--- config.mk ---
export PLATFORM = sky130hd
export DESIGN_NAME = endian_bridge
export DESIGN_NICKNAME = d
export VERILOG_FILES = /design/src/rtl/endian_bridge_pkg.sv /design/src/rtl/eb_addr_xlate.sv /design/src/rtl/eb_lane_mirror.sv /design/src/rtl/endian_bridge.sv
export SDC_FILE = /design/constraint.sdc
export NUM_CORES = 1
export LEC_CHECK = 0
export ABC_AREA = 1
export CAP_MARGIN = 20
export CORE_MARGIN = 2
export CORE_UTILIZATION = 48
export DETAILED_ROUTE_END_ITERATION = 7
export DONT_BUFFER_PORTS = 1
export HOLD_SLACK_MARGIN = 0.15
export PLACE_DENSITY = 0.66
export SYNTH_ARGS = -nofsm -noshare
export SYNTH_HDL_FRONTEND = slang
export SYNTH_SLANG_ARGS = --single-unit
--- constraint.sdc ---
create_clock -name clk -period 1.2 [get_ports clk]
set_input_delay 0.12 -clock clk [delete_from_list [all_inputs] [get_ports clk]]
set_output_delay 0.12 -clock clk [all_outputs]
set_load 0.1 [all_outputs]
--- src/rtl/endian_bridge_pkg.sv ---
package endian_bridge_pkg;

    localparam int LANES  = 4;
    localparam int DATA_W = LANES * 8;
    localparam int OFFS_W = $clog2(LANES);

    typedef enum logic [1:0] {
        SZ_BYTE = 2'd0,
        SZ_HALF = 2'd1,
        SZ_WORD = 2'd2,
        SZ_RSVD = 2'd3
    } acc_size_e;

    typedef enum logic [1:0] {
        PH_IDLE = 2'd0,
        PH_BUS  = 2'd1,
        PH_RESP = 2'd2
    } phase_e;

    typedef struct packed {
        logic [OFFS_W-1:0] offs;
        logic [LANES-1:0]  be;
        logic              bad;
    } lane_sel_t;

    // Size-dependent key: applying it twice restores the original offset.
    function automatic logic [OFFS_W-1:0] munge_key(acc_size_e sz);
        case (sz)
            SZ_BYTE: return OFFS_W'(LANES - 1);
            SZ_HALF: return OFFS_W'(LANES - 2);
            default: return '0;
        endcase
    endfunction

    function automatic logic [DATA_W-1:0] be_to_mask(logic [LANES-1:0] be);
        logic [DATA_W-1:0] m;
        for (int i = 0; i < LANES; i++) begin
            m[8*i +: 8] = {8{be[i]}};
        end
        return m;
    endfunction

endpackage

--- src/rtl/eb_addr_xlate.sv ---
module eb_addr_xlate
    import endian_bridge_pkg::*;
(
    input  acc_size_e         size,
    input  logic [OFFS_W-1:0] offs_in,
    output lane_sel_t         sel
);

    logic [OFFS_W-1:0] true_offs;
    logic [LANES-1:0]  be_raw;
    logic              misaligned;

    always_comb begin
        true_offs  = offs_in ^ munge_key(size);
        be_raw     = '0;
        misaligned = 1'b0;
        case (size)
            SZ_BYTE: be_raw = LANES'(1) << true_offs;
            SZ_HALF: begin
                be_raw     = LANES'(3) << true_offs;
                misaligned = true_offs[0];
            end
            SZ_WORD: begin
                be_raw     = '1;
                misaligned = |true_offs;
            end
            default: misaligned = 1'b1;
        endcase
        sel.offs = true_offs;
        sel.bad  = misaligned;
        sel.be   = misaligned ? '0 : be_raw;
    end

endmodule

--- src/rtl/eb_lane_mirror.sv ---
module eb_lane_mirror #(
    parameter int LANES_P = 4
) (
    input  logic [LANES_P*8-1:0] d,
    output logic [LANES_P*8-1:0] q
);

    for (genvar g = 0; g < LANES_P; g++) begin : g_lane
        assign q[8*g +: 8] = d[8*(LANES_P-1-g) +: 8];
    end

endmodule

--- src/rtl/endian_bridge.sv ---
module endian_bridge
    import endian_bridge_pkg::*;
#(
    parameter int ADDR_W = 32
) (
    input  logic              clk,
    input  logic              rst,
    input  logic              in_req,
    output logic              in_ready,
    input  logic              in_we,
    input  logic [1:0]        in_size,
    input  logic [ADDR_W-1:0] in_addr,
    input  logic [DATA_W-1:0] in_wdata,
    output logic              in_ack,
    output logic              in_err,
    output logic [DATA_W-1:0] in_rdata,
    output logic              ext_req,
    output logic              ext_we,
    output logic [ADDR_W-1:0] ext_addr,
    output logic [LANES-1:0]  ext_be,
    output logic [DATA_W-1:0] ext_wdata,
    input  logic [DATA_W-1:0] ext_rdata,
    input  logic              ext_ack
);

    phase_e            phase;
    logic [ADDR_W-1:0] addr_q;
    logic [LANES-1:0]  be_q;
    logic              we_q;
    logic              err_q;
    logic [DATA_W-1:0] wdata_q;
    logic [DATA_W-1:0] rdata_q;

    lane_sel_t         sel;
    logic [DATA_W-1:0] wdata_mir;
    logic [DATA_W-1:0] rdata_mir;
    logic [DATA_W-1:0] rdata_masked;

    eb_addr_xlate u_xlate (
        .size    (acc_size_e'(in_size)),
        .offs_in (in_addr[OFFS_W-1:0]),
        .sel     (sel)
    );

    eb_lane_mirror #(.LANES_P(LANES)) u_wmir (
        .d (in_wdata),
        .q (wdata_mir)
    );

    assign rdata_masked = ext_rdata & be_to_mask(be_q);

    eb_lane_mirror #(.LANES_P(LANES)) u_rmir (
        .d (rdata_masked),
        .q (rdata_mir)
    );

    always_ff @(posedge clk) begin
        if (rst) begin
            phase   <= PH_IDLE;
            addr_q  <= '0;
            be_q    <= '0;
            we_q    <= 1'b0;
            err_q   <= 1'b0;
            wdata_q <= '0;
            rdata_q <= '0;
        end else begin
            case (phase)
                PH_IDLE: begin
                    if (in_req) begin
                        addr_q  <= {in_addr[ADDR_W-1:OFFS_W], sel.offs};
                        be_q    <= sel.be;
                        we_q    <= in_we;
                        err_q   <= sel.bad;
                        wdata_q <= wdata_mir;
                        rdata_q <= '0;
                        phase   <= sel.bad ? PH_RESP : PH_BUS;
                    end
                end
                PH_BUS: begin
                    if (ext_ack) begin
                        if (!we_q) begin
                            rdata_q <= rdata_mir;
                        end
                        phase <= PH_RESP;
                    end
                end
                PH_RESP: begin
                    phase <= PH_IDLE;
                end
                default: phase <= PH_IDLE;
            endcase
        end
    end

    assign in_ready  = (phase == PH_IDLE);
    assign in_ack    = (phase == PH_RESP);
    assign in_err    = in_ack & err_q;
    assign in_rdata  = rdata_q;
    assign ext_req   = (phase == PH_BUS);
    assign ext_we    = we_q;
    assign ext_addr  = addr_q;
    assign ext_be    = be_q;
    assign ext_wdata = wdata_q;

endmodule

==> summary.md, run 1 <==
| Metric | Value |
|---|---|
| Static power due to leakage | `roughly 0.0033 uW` |
| IO Port Bufs | `0` |
| Cell Count Post-Placement | `758` |
| Largest net degree at the start of global routing | `66` |
| Vias per cell | `about 5.6` |
| CTS tree | `yes` |
| Critical path start-end classification | `reg2out` |
| Clk Latency, worst-skew pair | `approximately 0.36 ns` |
| Violations in the final reports | `setup timing` |
| Post-synthesis register bit count | `between 100 and 150` |
| Deepest clock path buffer count | `2` |
| Part of the cycle the worst path needs | `118%` |
| Actual slew at the worst max-slew pin | `between 0.6 and 0.7 ns` |
| Count of endpoints failing hold in the final timing report | `0` |
| Run status | `finished, violations left` |
| Share of synthesized area occupied by flip-flops and latches | `50.5%` |
| Clock Pin Slew Worst Setup and Hold Paths | `0.10 ns` |
| Residual antenna-violating net count after detailed routing | `0` |
| Post-synthesis instance area | `between 0.004 and 0.005 mm^2` |
| Post-Syn Instances | `between 500 and 600` |
| CTS Sinks | `104` |
| Aggregate routed wire length | `19200 um` |
| Crit path setup slack, layout | `-0.222 ns` |
| Share of Yosys cell area claimed by the top area cell type | `around half` |
| Number of distinct library cells after synthesis | `22` |
| Worst setup SP type | `flip-flop` |
| Cell area power density | `1590 mW/mm^2` |
| Layout Cell Area excl Fill | `approximately 0.0076 mm^2` |
| Highest clock frequency the design can meet | `703 MHz` |
| Number of nets in the finished design | `~900` |
| Max-slew violation total from the final report | `0` |
| # rows | `33` |
| Final global-route overflow total | `0` |
| EDFF count, synth | `0` |
| Vias in the first global route | `between 4000 and 5000` |
| Crit path DAT | `1.30 ns` |
| Antenna violations before repair | `2` |
| Max rail drop VDD | `about 0.0013 V` |
| HPWL after detailed placement | `7670 um` |
| Final routed DRC violation total | `0` |
| Number of nets produced by synthesis | `about 670` |
| DRC violation total after the first TritonRoute iteration | `250` |
| Post-synth ARST share | `0%` |
| Layout filler cell count | `~310` |
| Relative area change from synthesis to final layout | `84.5%` |
| Most common cell in the synthesized netlist | `sky130_fd_sc_hd__nor2_1` |
| Power, Total | `between 10000 and 15000 uW` |
| Number of warnings reported in the yosys synthesis log | `0` |
| Post-placement setup slack | `-0.0953 ns` |
| Largest clock skew in the final design | `0.0100 ns` |
| Aggregate negative setup slack | `-13.39 ns` |
| Unrepaired setup endpoints after global routing | `true` |
| Full die area | `~0.0093 mm^2` |
| Final number of setup-violating endpoints | `between 100 and 150` |
| Tot GR Track Use | `30.9%` |
| Post-Layout Cell Count | `906` |
| Most area-hungry cell type in the Yosys netlist | `sky130_fd_sc_hd__dfxtp_1` |
| Post-synth top flop | `sky130_fd_sc_hd__dfxtp_1` |
| Die Height | `between 90 and 100 um` |
| Effective utilization at floorplan | `about half` |
| H-tree lvl count | `3` |
| Data required time at the worst endpoint | `roughly 1.1 ns` |
| Highest fanout seen on the critical path | `5` |
| Path type of the worst min-delay path | `in2reg` |
| Endpoint type of the worst setup path | `primary output` |
| Fraction of final layout cells sized beyond drive strength 1 | `a little over 40%` |
| Synth top area cells | `sky130_fd_sc_hd__dfxtp_1 51%, sky130_fd_sc_hd__nor2_1 16%, sky130_fd_sc_hd__o21ai_0 8.4%` |
| Final RePlAce weighted congestion | `0.842` |
| Max cap viols | `0` |
| Top post-synthesis cells by count | `172 x sky130_fd_sc_hd__nor2_1, 104 x sky130_fd_sc_hd__dfxtp_1, 75 x sky130_fd_sc_hd__nand2_1` |
| Cell area after placement | `between 0.005 and 0.006 mm^2` |
| Global-route wire length before repair | `23400 um` |
| Horizontal die dimension | `between 90 and 100 um` |
| Total via count after detailed routing | `just over 5000` |
| Placeable core region | `approximately 0.0083 mm^2` |
| Count of TritonRoute iterations in the first routing pass | `4` |
| Final routed wire length divided by cell count | `around 21 um` |
| CTS Root Cell | `sky130_fd_sc_hd__clkbuf_8` |
| Worst max-slew margin expressed relative to the limit | `59.7%` |
| Number of top-level pins | `around 210` |
| Synthesized area divided by synthesized cell count | `7.32 um^2` |
| CTS buffer count | `9` |
| Period minus WS final | `1.42 ns` |
worst paths after layout:
check,start,end,slack [ns],cells after the start
worst max-delay path,phase[0],ext_req,-0.22,4
worst min-delay path,rst,in_rdata[4],0.20,4
worst max register to register,phase[1],ext_be[2],-0.22,6
worst min register to register,ext_wdata[9],ext_wdata[9],0.49,2
what timing repair did:
action | 4_1_cts | 5_1_grt
hold buffers | 102 | 0
setup buffers | 6 | 3
endpoints found under the hold margin | 104 | 0
cloned | 8 | 11
endpoints found under the setup margin | 102 | 110
gates resized for setup | 141 | 133
pin swaps | 4 | 37
sequential cells by signal, summed over array words and instances, names as in the netlist:
signal / count
ext_addr: 32
ext_wdata: 32
in_rdata: 32
ext_be: 4
phase: 2
err_q: 1
ext_we: 1
logic make-up after synthesis:
logic type	Yosys count	share of synthesized area, %
simple gates	264	26.2
compound gates	108	13.2
flops	104	50.5
buf+inv	86	9.87
xor+xnor	1	0.213
worst max-delay path, stage by stage, from the launching register on:
cell and delay (ns):
sky130_fd_sc_hd__dfxtp_4 0.42, sky130_fd_sc_hd__inv_4 0.06, sky130_fd_sc_hd__nor2_4 0.14, sky130_fd_sc_hd__buf_4 0.15, sky130_fd_sc_hd__buf_12 0.16
cell type report:
cell class,count,area [um^2],share of cell area (%)
clock buffers,12,145,1.91
inverters,55,240,3.16
multi-input cells,373,2220,29.2
clock inverters,4,30.0,0.395
repair buffers,250,2720,35.7
repair inverters,1,16.3,0.214
diodes,2,5.00,0.0658
well taps,105,131,1.73
flip-flops and latches,104,2090,27.5
power by group:
| group | internal [uW] | switching [uW] |
|---|---|---|
| registers | 3820 | 311 |
| clock network | 821 | 1250 |
| logic | 1720 | 4200 |
| total | 6360 | 5760 |
metal layers:
layer,vias up,track usage (%),share of wire (%)
met5,-,0,0
met4,0,15.6,6.1
met3,95,6.36,7.6
met2,324,58.5,52
met1,2401,31.7,34
li1,2213,-,-
layout by cell type (no fill, tap or decap), drive strengths merged:
master       synthesis  routed
and3                 1       1
clkinvlp             0       1
clkinv               0       5
clkbuf              13      21
dlygate4sd3          0     102
nand4                1       1
nand2               78      78
buf                 18     139
xor2                 1       1
inv                 55      54
a21oi               34      34
a211oi               1       1
nor2               179     179
nand3                5       5
dfxtp              104     104
diode                0       2
o21ai               73      73
stage by stage:
stage,utilization (%),hold slack [ns]
4_1_cts,82.8,0.157
3_3_place_gp,61.3,0.186
5_1_grt,92.1,0.197
3_5_place_dp,61.3,0.185
2_1_floorplan,-,0.179
6_report,92.1,0.204
Note: power is estimated with default switching activity, not from simulation.
==> run 2: changes to the inputs <==
- clock period: 1.2 -> 1.3 ns (I/O delays scaled with it)
==> run 2 against run 1 <==
- the run still ends with setup timing left
- die area unchanged
- flip-flop and latch count stayed put
- cell count down 3.3%
- register-to-register slack better by 0.17 ns
- non-clock buffer count down 27
- power fell by 15%
- routed wire length down 34%
- critical path depth decreased by 2
- final area down 15%
- hold slack gained 0.091 ns
==> summary.md, run 2 (synthesis gave the netlist of run 1 again) <==
| Metric | Value |
|---|---|
| Crit path launch | `phase[0]` |
| Full die area | `0.00934 mm^2 (unchanged)` |
| Endpoint type of the worst setup path | `primary output` |
| N_diodes | `0 (-2)` |
| CTS Sinks | `104 (unchanged)` |
| Highest fanout seen on the critical path | `5 (unchanged)` |
| DRC violation total after the first TritonRoute iteration | `186 (-26%)` |
| Critical path start-end classification | `reg2out` |
| Vias in the first global route | `4404 (-8.6%)` |
| Final global-route overflow total | `0 (unchanged)` |
| Tot GR Track Use | `26.5% (-4.4 points)` |
| # rows | `33 (unchanged)` |
| Effective utilization at floorplan | `49.9% (unchanged)` |
| Final routed wire length divided by cell count | `14.4 um (-32%)` |
| Clock Pin Slew Worst Setup and Hold Paths | `0.10 ns (about the same)` |
| CTS Root Cell | `sky130_fd_sc_hd__clkbuf_8` |
| Max rail drop VDD | `0.000900 V (-33%)` |
| Vias per cell | `4.92 (-11%)` |
| Slowest cell delay on critical path | `0.39 ns (-0.03 ns)` |
| Final number of setup-violating endpoints | `14 (-88%)` |
| Largest net degree at the start of global routing | `47 (-29%)` |
| Global-route wire length before repair | `20500 um (-12%)` |
| Cell class contributing the biggest share of worst-path delay | `flip-flops` |
| Worst setup SP type | `flip-flop` |
| IO Port Bufs | `0 (unchanged)` |
| Deepest clock path buffer count | `2 (unchanged)` |
| Horizontal die dimension | `96.7 um (unchanged)` |
| H-tree lvl count | `3 (unchanged)` |
| Antenna violations before repair | `0 (-2)` |
| Number of nets in the finished design | `869 (-3.1%)` |
| Fraction of final layout cells sized beyond drive strength 1 | `21.8% (-19 points)` |
| List of cells traversed by the critical path | `nor2_4, buf_6` |
| Crit path setup slack, layout | `-0.0485 ns (+0.173 ns)` |
| Most used cells in the layout excluding fill and tap cells | `171 x sky130_fd_sc_hd__nor2_1, 105 x sky130_fd_sc_hd__buf_4, 101 x sky130_fd_sc_hd__dlygate4sd3_1, 99 x sky130_fd_sc_hd__dfxtp_1, 72 x sky130_fd_sc_hd__nand2_1` |
| CTS buffer count | `9 (unchanged)` |
| Critical path buffers and inverters | `1 (-2)` |
| Max-slew violation total from the final report | `0 (unchanged)` |
| Aggregate routed wire length | `12600 um (-34%)` |
| Startpoint of the most critical hold path | `rst` |
| Max cap viols | `0 (unchanged)` |
| Actual slew at the worst max-slew pin | `0.467 ns (-0.139 ns)` |
| Crit path DAT | `1.22 ns (-0.08 ns)` |
| HPWL after detailed placement | `7610 um (-0.78%)` |
| Relative area change from synthesis to final layout | `56.2%` |
| Final RePlAce weighted congestion | `0.865 (+2.8%)` |
| Run status | `finished, violations left` |
| Final routed DRC violation total | `0 (unchanged)` |
| Count of TritonRoute iterations in the first routing pass | `5 (+1)` |
| Die Height | `96.7 um (unchanged)` |
| Number of top-level pins | `208 (unchanged)` |
| Largest clock skew in the final design | `0.0113 ns (+0.00124 ns)` |
| Period minus WS final | `roughly 1.3 ns` |
| Violations in the final reports | `setup timing` |
| Slowest cell on crit path | `sky130_fd_sc_hd__dfxtp_4` |
| Data required time at the worst endpoint | `1.17 ns (+0.09 ns)` |
| Worst max-slew margin expressed relative to the limit | `68.9% (+9.2 points)` |
| Unrepaired setup endpoints after global routing | `true` |
| Highest clock frequency the design can meet | `about 740 MHz` |
| R2r startpoint | `phase[0]` |
| Static power due to leakage | `0.00295 uW (-11%)` |
| Path type of the worst min-delay path | `in2reg` |
| Worst Hold Slack | `0.294 ns (+0.0908 ns)` |
| Cell area power density | `1600 mW/mm^2 (+0.25%)` |
| Total via count after detailed routing | `4307 (-14%)` |
| Clk Latency, worst-skew pair | `0.36 ns (about the same)` |
| Power, Total | `10300 uW (-15%)` |
| Placeable core region | `0.00826 mm^2 (unchanged)` |
| CTS tree | `yes` |
| Count of endpoints failing hold in the final timing report | `0 (unchanged)` |
| Post-placement setup slack | `-0.0223 ns (+0.0730 ns)` |
| Most common cell after layout, fill and taps aside | `sky130_fd_sc_hd__nor2_1` |
| Part of the cycle the worst path needs | `104%` |
| Residual antenna-violating net count after detailed routing | `0 (unchanged)` |
[run 2: changes by cell type in the layout (fill, tap and decap cells not counted), sizes merged]
cell          delta
inv              +3
bufinv           +1
clkbuf           -9
diode            -2
buf             -19
dlymetal6s4s     +1
dlygate4sd3      -1
clkinv           -4
[run 2: worst paths after layout]
kind	to	slack [ns]	cells after the start
setup / recovery	in_ready	-0.05	2
hold / removal	ext_be[1]	0.29	2
setup reg to reg	ext_be[2]	-0.05	6
hold reg to reg	ext_addr[21]	0.49	2
[run 2: where the power goes]
group | leakage [uW] | switching, uW | internal [uW]
clock network | 0.000101 | 1120 | 963
registers | 0.000863 | 200 | 3520
logic | 0.00199 | 3380 | 1110
[run 2: stage by stage]
stage	instance area (um^2)	utilization, %	TNS (ns)	std cells
final	6440	77.9	-0.258	876
after global routing	6440	77.9	-3.43	876
after CTS	6340	76.8	-0.359	874
after detailed placement	5050	61.1	-0.0754	755
after global placement	5050	61.1	0	755
after floorplan	4160	-	-28.59	563
[run 2: final cells by class]
type                            count  area, um^2
Clock buffer                       11         141
Fill cell                         551        1820
Timing Repair Buffer              223        2100
Inverter                           55         219
Clock inverter                      5        63.8
Multi-Input combinational cell    373        1690
Tap cell                          105         131
Sequential cell                   104        2090
[run 2: per-layer routing]
metal	global-route usage (%)	share of wire, %
met1	28.8	39
met2	48.9	52
met3	6.72	6.2
met4	10.6	2.9
met5	0	0
[run 2: repair_timing]
item	in CTS	in global routing
setup buffers	0	1
pin swaps	1	3
endpoints found under the setup margin	21	98
resized for setup	11	46
hold buffers	102	0
hold endpoints to repair	104	0
gates cloned	1	1
==> run 3: changes to the inputs <==
- CTS_BUF_LIST: unset -> sky130_fd_sc_hd__clkbuf_2
- GPL_TIMING_DRIVEN: unset -> 0
==> run 3 against run 2 <==
- the run still ends with setup timing left
- clock skew rose by 0.020 ns
- maximum frequency fell by 27%
- setup slack got worse by 0.50 ns
- sequential share of layout area rose by 7.9 points
- routed wire length rose by 2.1%
- non-clock buffer count fell by 75
- largest power group is now sequential cells
==> summary.md, run 3 (synthesis gave the netlist of run 1 again) <==
| Metric | Value |
|---|---|
| Cell area after placement | `0.00433 mm^2 (-14%)` |
| Crit path setup slack, layout | `-0.544 ns (-0.496 ns)` |
| Final number of setup-violating endpoints | `181 (+167)` |
| Worst Hold Slack | `0.212 ns (-0.0828 ns)` |
| Power, Total | `9320 uW (-9.4%)` |
| Fraction of final layout cells sized beyond drive strength 1 | `26.3% (+4.5 points)` |
| Layout Cell Area excl Fill | `0.00610 mm^2 (-5.2%)` |
| Crit path DAT | `2.37 ns (+1.15 ns)` |
| Final RePlAce weighted congestion | `0.840 (-2.8%)` |
| Static power due to leakage | `0.00255 uW (-14%)` |
| CTS Sinks | `104 (unchanged)` |
| DRC violation total after the first TritonRoute iteration | `179 (-3.8%)` |
| Final design utilization | `73.9% (-4.1 points)` |
| Slowest cell on crit path | `sky130_fd_sc_hd__nor2_4` |
| CTS buffer count | `9 (unchanged)` |
| Post-Layout Cell Count | `802 (-8.4%)` |
| Worst setup SP type | `flip-flop` |
| Relative area change from synthesis to final layout | `48.0%` |
| Largest net degree at the start of global routing | `19 (-60%)` |
| Cell Count Post-Placement | `670 (-11%)` |
| Vias in the first global route | `4324 (-1.8%)` |
| Area occupied by multi-input gates | `0.00170 mm^2 (+1.0%)` |
| Antenna violations before repair | `0 (unchanged)` |
| H-tree lvl count | `3 (unchanged)` |
| Run status | `finished, violations left` |
| Period minus WS final | `1.84 ns (+0.496 ns)` |
| Residual antenna-violating net count after detailed routing | `0 (unchanged)` |
| List of cells traversed by the critical path | `nor2_4, nand2_4, buf_6, buf_8, nor2_4, nand3_1, a21oi_1` |
| CTS tree | `yes` |
| Global-route wire length before repair | `20600 um (+0.30%)` |
| Total via count after detailed routing | `4126 (-4.2%)` |
| Data required time at the worst endpoint | `1.82 ns (+0.65 ns)` |
| Number of nets in the finished design | `795 (-8.5%)` |
| Slowest cell delay on critical path | `0.60 ns (+0.21 ns)` |
| Endpoint type of the worst setup path | `flip-flop` |
| Path type of the worst min-delay path | `in2reg` |
| Max-slew violation total from the final report | `0 (unchanged)` |
| Horizontal die dimension | `96.7 um (unchanged)` |
| Final global-route overflow total | `0 (unchanged)` |
| Max rail drop VDD | `0.000948 V (+5.4%)` |
| Placeable core region | `0.00826 mm^2 (unchanged)` |
| Crit path top cell by count | `sky130_fd_sc_hd__nor2_4` |
| Violations in the final reports | `setup timing` |
| Vias per cell | `5.14 (+4.6%)` |
| Area taken by flip-flops and latches | `0.00247 mm^2 (+18%)` |
| Clk Latency, worst-skew pair | `0.59 ns (+0.23 ns)` |
| Count of TritonRoute iterations in the first routing pass | `6 (+1)` |
| # rows | `33 (unchanged)` |
| Most common cell after layout, fill and taps aside | `sky130_fd_sc_hd__nor2_1` |
| Count of endpoints failing hold in the final timing report | `0 (unchanged)` |
| Final routed DRC violation total | `0 (unchanged)` |
| Deepest clock path buffer count | `2 (unchanged)` |
| Clock Pin Slew Worst Setup and Hold Paths | `0.29 ns (+0.19 ns)` |
| Highest clock frequency the design can meet | `542 MHz (-27%)` |
| Critical path start-end classification | `reg2reg` |
| Cell area power density | `1530 mW/mm^2 (-4.4%)` |
| Layout filler cell count | `600 (+8.9%)` |
| Aggregate routed wire length | `12900 um (+2.1%)` |
| Unrepaired setup endpoints after global routing | `true` |
| Die Height | `96.7 um (unchanged)` |
| Highest fanout seen on the critical path | `7 (+2)` |
| Actual slew at the worst max-slew pin | `0.744 ns (+0.277 ns)` |
| Most used cells in the layout excluding fill and tap cells | `171 x sky130_fd_sc_hd__nor2_1, 103 x sky130_fd_sc_hd__dfxtp_4, 103 x sky130_fd_sc_hd__dlygate4sd3_1, 75 x sky130_fd_sc_hd__nand2_1, 52 x sky130_fd_sc_hd__inv_1` |
| Largest clock skew in the final design | `0.0312 ns (+0.0199 ns)` |
| Effective utilization at floorplan | `49.9% (unchanged)` |
| Part of the cycle the worst path needs | `142% (+38 points)` |
| Max cap viols | `0 (unchanged)` |
| Number of top-level pins | `208 (unchanged)` |
| Worst max-slew margin expressed relative to the limit | `50.3% (-19 points)` |
| Final routed wire length divided by cell count | `16.1 um (+12%)` |
| N_diodes | `0 (unchanged)` |
| Full die area | `0.00934 mm^2 (unchanged)` |
| IO Port Bufs | `0 (unchanged)` |
| CTS Root Cell | `sky130_fd_sc_hd__clkbuf_2` |
| Tot GR Track Use | `27.0% (+0.54 points)` |
| HPWL after detailed placement | `7850 um (+3.3%)` |
==> run 3: changes by cell type in the layout (fill, tap and decap cells not counted), sizes merged, moves of 2 or more <==
cell and change:
dlygate4sd3 +2, clkbuf +10, inv +2, buf -89
==> run 3: per-layer routing <==
metal,wire length [um],GRT usage [%]
met2,6590,47.8
met1,4980,29.6
met5,0,0
met4,461,13.4
met3,853,7.59
==> run 3: what timing repair did <==
item	CTS	global route
setup endpoints to repair	209	209
buffers inserted	6	0
endpoints found under the hold margin	104	0
resized for setup	232	35
pin swaps	12	12
hold buffers	103	0
cloned	7	0
==> run 3: power breakdown <==
group	internal (uW)	switching (uW)
clock	277	1120
combinational	793	946
sequential	3580	2600
==> run 3: area by class of cell <==
cell class              count  share of cell area (%)
repair buffers            117                    20.0
multi-input cells         374                    27.9
well taps                 105                    2.15
inverters                  55                    3.51
clock buffers               9                   0.738
plain buffers              31                    4.33
flip-flops and latches    104                    40.5
clock inverters             7                   0.862
==> run 3: final timing paths <==
| path | from | slack [ns] | to | depth (start not counted) |
|---|---|---|---|---|
| worst max register to register | phase[0] | -0.54 | ext_be[2] | 7 |
| worst min register to register | err_q | 0.59 | err_q | 2 |
| worst min-delay path | ext_rdata[3] | 0.21 | in_rdata[27] | 3 |
| worst max-delay path | phase[0] | -0.54 | ext_be[2] | 7 |
==> run 3: through the flow <==
| stage | setup slack, ns | setup TNS (ns) |
|---|---|---|
| 2_1_floorplan | -0.323 | -28.59 |
| 3_3_place_gp | -0.516 | -45.54 |
| 3_5_place_dp | -0.556 | -48.88 |
| 4_1_cts | -0.520 | -54.94 |
| 5_1_grt | -0.628 | -66.57 |
| 6_report | -0.544 | -51.11 |
==> run 3: worst max-delay path: cells and delay by family, from the launching register on <==
| family | cells | cell delay, ns |
|---|---|---|
| AOI/OAI and AO/OA | 1 | 0.14 |
| buffers and inverters | 2 | 0.32 |
| DFF | 1 | 0.43 |
| and+or+nand+nor | 4 | 0.92 |
